<file path="config.mk">
export PLATFORM = sky130hd
export DESIGN_NAME = adc_serial_slave
export DESIGN_NICKNAME = d
export VERILOG_FILES = /design/src/rtl/adc_serial_slave.sv
export SDC_FILE = /design/constraint.sdc
export NUM_CORES = 1
export LEC_CHECK = 0
export BUFFER_PORTS_ARGS = -buffer_cell sky130_fd_sc_hd__buf_4
export CORE_ASPECT_RATIO = 1.5
export CORE_MARGIN = 5
export CORE_UTILIZATION = 35
export CTS_CLUSTER_SIZE = 14
export DETAILED_ROUTE_END_ITERATION = 10
export GPL_TIMING_DRIVEN = 0
export PLACE_DENSITY = 0.6
export SYNTH_ARGS = -nofsm -noshare
export SYNTH_HDL_FRONTEND = slang
export SYNTH_SLANG_ARGS = --single-unit
</file>
<file path="constraint.sdc">
create_clock -name clk -period 1.3 [get_ports clk]
set_input_delay 0.195 -clock clk [delete_from_list [all_inputs] [get_ports clk]]
set_output_delay 0.195 -clock clk [all_outputs]
set_load 0.05 [all_outputs]
</file>
<file path="src/rtl/adc_serial_slave.sv">
module adc_serial_slave #(
  parameter int WIDTH = 16
) (
  input  logic             clk,
  input  logic             rst_n,
  input  logic             sclk_in,
  input  logic             cs_n,
  input  logic             rd_n,
  input  logic             sdin,
  input  logic             inv_sclk,
  input  logic             conv_done,
  input  logic [WIDTH-1:0] conv_data,
  output logic             sdout,
  output logic             rd_error
);
  localparam int CW = $clog2(WIDTH + 1);
  localparam logic [CW-1:0] FULL = CW'(WIDTH);

  logic [2:0]       sync_q;
  logic [WIDTH-1:0] shreg;
  logic [CW-1:0]    cnt;

  always_ff @(posedge clk or negedge rst_n)
    if (!rst_n) sync_q <= '0;
    else        sync_q <= {sync_q[1:0], sclk_in};

  wire rise       = sync_q[1] & ~sync_q[2];
  wire fall       = ~sync_q[1] & sync_q[2];
  wire shift_edge = inv_sclk ? fall : rise;
  wire read_en    = ~cs_n & ~rd_n;
  wire partial    = read_en && (cnt != '0) && (cnt != FULL);

  always_ff @(posedge clk or negedge rst_n)
    if (!rst_n)                     shreg <= '0;
    else if (conv_done)             shreg <= conv_data;
    else if (shift_edge && read_en) shreg <= {shreg[WIDTH-2:0], sdin};

  always_ff @(posedge clk or negedge rst_n)
    if (!rst_n)                                     cnt <= '0;
    else if (conv_done || cs_n)                     cnt <= '0;
    else if (shift_edge && read_en && cnt != FULL)  cnt <= cnt + 1'b1;

  always_ff @(posedge clk or negedge rst_n)
    if (!rst_n) rd_error <= 1'b0;
    else        rd_error <= conv_done && partial;

  assign sdout = read_en & shreg[WIDTH-1];

  p_err_one_cycle_r9: assert property (@(posedge clk) disable iff (!rst_n)
    rd_error |=> !rd_error);
  p_err_cause_r9: assert property (@(posedge clk) disable iff (!rst_n)
    rd_error |-> $past(conv_done) && $past(read_en));
  p_no_err_full_r10: assert property (@(posedge clk) disable iff (!rst_n)
    (conv_done && cnt == FULL) |=> !rd_error);
  p_load_r3: assert property (@(posedge clk) disable iff (!rst_n)
    conv_done |=> shreg == $past(conv_data));
  p_hold_r7: assert property (@(posedge clk) disable iff (!rst_n)
    (!read_en && !conv_done) |=> $stable(shreg));
  p_count_bound_r8: assert property (@(posedge clk) disable iff (!rst_n)
    cnt <= FULL);
  p_cs_clears_r8: assert property (@(posedge clk) disable iff (!rst_n)
    cs_n |=> cnt == '0);
endmodule

</file>
==> results of run 1 <==
==> cells in the final DEF, fill, tap and decap left out, types with 3 or more instances in the layout <==
cell type and instances:
a21oi_1 25, dfrtp_1 25, nor2b_1 16, nand3_1 3
clkbuf_1 3, a21oi_2 9, clkbuf_8 3, buf_4 28
nand2_1 19
==> worst paths after layout <==
check                                    start                   to  slack (ns)  cells after the start
min in group asynchronous                rst_n  sync_q[2]$_DFF_PN0_        0.35                      2
max in group asynchronous                rst_n   cnt[1]$_DFFE_PN0P_        0.70                      2
hold reg to reg            sync_q[0]$_DFF_PN0_  sync_q[1]$_DFF_PN0_        0.36                      0
hold / removal                         sclk_in  sync_q[0]$_DFF_PN0_        0.02                      1
setup reg to reg            cnt[1]$_DFFE_PN0P_   cnt[2]$_DFFE_PN0P_       -0.15                      5
setup / recovery            cnt[1]$_DFFE_PN0P_   cnt[2]$_DFFE_PN0P_       -0.15                      5
==> synth_stat cells (3+ instances only) <==
| library cell | number |
|---|---|
| a21oi_1 | 36 |
| buf_2 | 4 |
| clkbuf_1 | 3 |
| dfrtp_1 | 25 |
| inv_1 | 3 |
| nand2_1 | 19 |
| nand3_1 | 4 |
| nor2b_1 | 16 |
==> cell type report <==
cell class / count / area share
Buffer: 8 / 0.0391
Timing Repair Buffer: 27 / 0.128
Multi-Input combinational cell: 96 / 0.373
Tap cell: 42 / 0.0328
Clock buffer: 3 / 0.0258
Clock inverter: 1 / 0.00312
Inverter: 3 / 0.00703
Sequential cell: 25 / 0.391
==> sequential cells by signal, indices dropped and copies added, names as in the netlist <==
register  count
shreg        16
rd_error      1
sync_q        3
cnt           5
==> timing repair <==
action                                  in CTS  in global routing
hold buffers                                 1                  0
gates resized for setup                      5                 19
endpoints found under the hold margin       25                  0
endpoints found under the setup margin      21                 21
setup buffers                                1                  1
pin swaps                                    5                 10
==> stage by stage <==
stage	TNS, ns	power, uW	instances
CTS	-1.53	1560	204
finish	-1.32	1570	205
detailed placement	-1.08	1090	198
global route	-2.90	1660	205
floorplan	-0.0126	988	132
global placement	-0.814	1080	198
==> power groups by stage <==
stage	Combinational, uW	Clock, uW	Sequential, uW
finish	237	469	867
floorplan	120	0	868
global placement	210	0	873
global route	268	515	874
detailed placement	215	0	875
CTS	223	479	861
==> cells by family (layout without fill, tap and decap cells) <==
logic type / after synthesis / count (layout)
mux: 1 / 1
buf+inv: 11 / 42
simple gates: 51 / 51
compound gates: 42 / 42
fa+ha+maj: 2 / 2
flops: 25 / 25
==> metal layers <==
metal | share of wire | GRT usage | wire, um | vias up
li1 | - | - | - | 511
met1 | 0.44 | 0.147 | 1170 | 484
met2 | 0.50 | 0.214 | 1340 | 25
met3 | 0.054 | 0.0299 | 146 | 5
met4 | 0.013 | 0.0418 | 36 | 0
met5 | 0 | 0 | 0 | -
==> critical path, cell delays in order (launching register included) <==
cell and delay [ns]:
dfrtp_1 0.40, buf_4 0.13, ha_2 0.17, inv_1 0.06, or4_4 0.50, a21oi_2 0.13
==> flow_summary.ini, run 1 <==
[synthesis]
postSynthCellCount = 132
synth-main-ff-cell = dfrtp_1
synth_area_leaders = dfrtp_1 52%, a21oi_1 15%, nor2b_1 8.4%
synth-edff-count = 0
yosysSeqAreaShare = 0.522
yosysUniqueCellTypes = 25
synth-seq-cells = 25
yosys_warnings = 0
synth_compound_area_frac = 0.180
synthArstFlopShare = 1.00
syn_nets = 158
yosys.area.top_type = dfrtp_1
synthSimpleGateAreaFrac = 0.228
synthesis.area_um2 = 1200
synth_xor_area_frac = 0
synth_top_area_share = 0.522
muxShareOfSynthArea = 0.00835
synthAdderAreaFrac = 0.0209
synth_top_family_by_area = simple AND/OR/NAND/NOR gates
avgSynthCellArea_um2 = 9.08

[detailed_routing]
drtIter0Drc = 34
num_vias = 1025
drt-vias-per-instance = 5.00
drt_wl_total_um = 2700
dr.pass1.iters = 4
detail-route-antenna-nets = 0
drc = 0
post_drt_wl_per_cell_um = 13.1

[pwr]
power_density_nw_per_um2 = 982
p_seq_frac = 0.551
clock_power_share = 0.298
switching_share = 0.260
switchingPower_uw = 408
p_comb_frac = 0.150
p_leak_uw = 0.000719
internal_power_uw = 1160
ir_worst_vdd_uv = 782

[cells_and_area]
syn_to_final_growth_pct = 33.6
layout.nets = 190
fillers = 319
regArea_um2 = 626
n_antenna_cell = 0
final_area_um2 = 1600
drive_gt1_frac = 0.337
final_util = 0.478
multi_input_area_um2 = 598

[die]
rows = 26
ioPinCount = 26
die_w_um = 57.8
dieArea_um2 = 4720
core_region_area_um2 = 3350
start_util = 0.358
dieHeight_um = 81.7

[timing]
setup_ws_ns = -0.145
slew_headroom = 0.538
worst_slew_pin_slew_ns = 0.693
period_share = 1.11
rsz0062_at_grt = yes
fin_crit_ns = 1.45
finalClockSkew_ns = 0.00155
finalSetupViolations = 16
final_max_slew_viol_count = 0
holdWs_ns = 0.0246
hold_viol = 0
fmax_ghz = 0.692

[placement]
dpl_worst_slack_ns = -0.129
gp_congestion = 0.715
port_buffers = 24
dpl_cell_area_um2 = 1450
place.detailed.hpwl_um = 1950

[critical_path]
worstPathArrival_ns = 1.65
end_kind = flip-flop
cp-start-kind = flip-flop
required_ns = 1.51
crit_fanout = 4
path_class = reg -> reg

[clock_network]
cts_tree = yes
clock_path_buffers = 2
numCtsBuffers = 3
cts_sinks = 25
root_buffer = clkbuf_8
clock_latency_ns = 0.27
htree_levels = 1
clk_pin_slew_ns = 0.09

[global_routing]
grt_usage = 0.123
grt_pass1_vias = 1057
antenna_found_initial = 0
grt-ovfl-total = 0
grt_max_degree = 26
grt_pass1_wl_um = 4550

[worst_hold_path]
hp-class = in -> reg

[outcome]
violations = setup timing
status = finished with violations

[job]
drv_cap = 0
Note: power is estimated with default switching activity, not from simulation.
==> run 2: changes to the inputs <==
- ABC_AREA: default -> 1
- CAP_MARGIN: default -> 0
- PLACE_DENSITY: 0.6 -> 0.58
==> flow_summary.ini, run 2 <==
[synthesis]
postSynthCellCount = 157
synth-main-ff-cell = dfrtp_1
synth_common_cells = 38 x nand2_1, 25 x dfrtp_1, 20 x nand3_1, 19 x nand3_2, 14 x nand4_1
yosysUniqueCellTypes = 24
yosysSeqAreaShare = 0.438
synth-seq-cells = 25
yosysMostFrequentCell = nand2_1
synthArstFlopShare = 1.00
synth-edff-count = 0
synth_area_leaders = dfrtp_1 44%, nand3_2 13%, nand2_1 10%
syn_nets = 183
yosys_warnings = 0
synthesis.area_um2 = 1430
synth_top_area_share = 0.438
avgSynthCellArea_um2 = 9.10
yosys.area.top_type = dfrtp_1

[global_routing]
grt_pass1_vias = 1277
grt-ovfl-total = 0
grt_max_degree = 26
grt_pass1_wl_um = 5620
antenna_found_initial = 0
grt_usage = 0.123

[critical_path]
r2r_slack_ns = 0.08
path_buf_inv = 1
path_class = reg -> reg
path_delay_family = simple AND/OR/NAND/NOR gates
cp-start-kind = flip-flop
cpPeakStageDelay_ns = 0.40
worstPathArrival_ns = 1.39
crit_top_cell = nand3_1
critical_path.cell_chain = inv_1 > ha_1 > nand3_1 > nand3_4 > nand3_1 > nand2_1
critPathSlowestCell = dfrtp_1
required_ns = 1.47
crit_fanout = 7
end_kind = flip-flop

[cells_and_area]
reg_top3 = shreg: 16 flops, cnt: 5 flops, sync_q: 3 flops
final_area_um2 = 1740
drive_gt1_frac = 0.351
stdcell_count = 233
top_register = shreg
final_common_cell = nand2_1
syn_to_final_growth_pct = 21.9
largest_reg_flops = 16
layout_common_cells = 38 x nand2_1, 29 x buf_4, 25 x dfrtp_1
n_antenna_cell = 0
layout.nets = 215
fillers = 414

[clock_network]
numCtsBuffers = 3
htree_levels = 1
cts_sinks = 25
root_buffer = clkbuf_8
cts_tree = yes
clock_path_buffers = 2
clock_latency_ns = 0.27
clk_pin_slew_ns = 0.09

[pwr]
p_comb_frac = 0.182
switching_share = 0.278
p_leak_uw = 0.000871
clock_power_share = 0.285
p_seq_frac = 0.533
internal_power_uw = 1190
power_density_nw_per_um2 = 946
ir_worst_vdd_uv = 531
switchingPower_uw = 458

[die]
ioPinCount = 26
dieArea_um2 = 5490
start_util = 0.361
dieHeight_um = 88.3
core_region_area_um2 = 3960
die_w_um = 62.2
rows = 28

[timing]
fin_crit_ns = 1.22
slew_headroom = 0.718
final_max_slew_viol_count = 0
worst_slew_pin_slew_ns = 0.423
period_share = 0.935
hold_viol = 0
fmax_ghz = 0.822
finalClockSkew_ns = 0.00856
finalSetupViolations = 0
setup_ws_ns = 0.0842

[placement]
place.detailed.hpwl_um = 2390
port_buffers = 24
dpl_worst_slack_ns = 0.0490
gp_congestion = 0.808
dpl_cell_area_um2 = 1670
dpl.cell_count = 226

[detailed_routing]
num_vias = 1183
dr.pass1.iters = 4
drc = 0
detail-route-antenna-nets = 0
drt-vias-per-instance = 5.08
post_drt_wl_per_cell_um = 13.6
drt_wl_total_um = 3180
drtIter0Drc = 37

[outcome]
status = finished, final reports clean

[job]
drv_cap = 0

[worst_hold_path]
hp-class = in -> reg
-- run 2: cell count changes after synthesis, sizes merged, moves of 10 or more --
cell,previous run,this run
nor2b,16,0
inv,3,13
nand4,1,14
nand2,19,41
nand3,4,40
a21oi,36,0
-- run 2: cells by family after synthesis --
group	share of synthesized area
AOI/OAI and AO/OA	0.0140
adders and majority gates	0.0175
buffers and inverters	0.0814
DFF	0.438
and+or+nand+nor	0.449
-- run 2: worst reg2reg max path: stages, from the launching register on --
cell	delay [ns]
dfrtp_1	0.40
inv_1	0.06
ha_1	0.21
nand3_1	0.13
nand3_4	0.13
nand3_1	0.12
nand2_1	0.06
-- run 2: area by class of cell --
type	count	area, um2	share of cell area
Tap cell	45	56.3	0.0323
Clock inverter	1	7.51	0.00431
Clock buffer	3	41.3	0.0237
Inverter	13	48.8	0.0280
Sequential cell	25	626	0.359
Timing Repair Buffer	27	205	0.118
Multi-Input combinational cell	111	689	0.396
Buffer	8	67.6	0.0388
-- run 2: timing repair --
item	CTS	global route
resized for setup	0	1
endpoints found under the hold margin	25	0
setup endpoints to repair	0	5
setup buffers	0	2
hold buffers	1	0
-- run 2: final timing paths --
check	from	to	cells after the start
setup reg to reg	cnt[0]$_DFFE_PN0P_	cnt[1]$_DFFE_PN0P_	6
min in group asynchronous	rst_n	shreg[6]$_DFFE_PN0P_	2
hold reg to reg	sync_q[0]$_DFF_PN0_	sync_q[1]$_DFF_PN0_	0
max in group asynchronous	rst_n	shreg[13]$_DFFE_PN0P_	2
setup / recovery	cnt[0]$_DFFE_PN0P_	cnt[1]$_DFFE_PN0P_	6
hold / removal	sclk_in	sync_q[0]$_DFF_PN0_	1
-- run 2: routing by layer --
layer | vias to the layer above | wire length (um) | GRT usage | share of wire
met5 | - | 0 | 0 | 0
met3 | 5 | 125 | 0.0241 | 0.039
met1 | 570 | 1290 | 0.132 | 0.41
met4 | 0 | 40 | 0.0454 | 0.013
li1 | 587 | - | - | -
met2 | 21 | 1720 | 0.237 | 0.54
-- run 2: power by group through the flow --
stage / logic [uW] / clock network [uW] / registers, uW
CTS: 298 / 499 / 879
floorplan: 180 / 0 / 886
global placement: 288 / 0 / 891
detailed placement: 295 / 0 / 895
finish: 299 / 470 / 878
global route: 336 / 530 / 886
-- run 2: per-stage QoR --
step | setup TNS [ns] | hold WS, ns | power [uW] | util
4_1_cts | 0 | 0.0121 | 1680 | 0.436
3_5_place_dp | 0 | 0.127 | 1190 | 0.421
5_1_grt | -0.00545 | 0.00553 | 1750 | 0.440
6_report | 0 | 0.0226 | 1650 | 0.440
2_1_floorplan | 0 | -0.101 | 1070 | -
3_3_place_gp | 0 | 0.120 | 1180 | 0.421
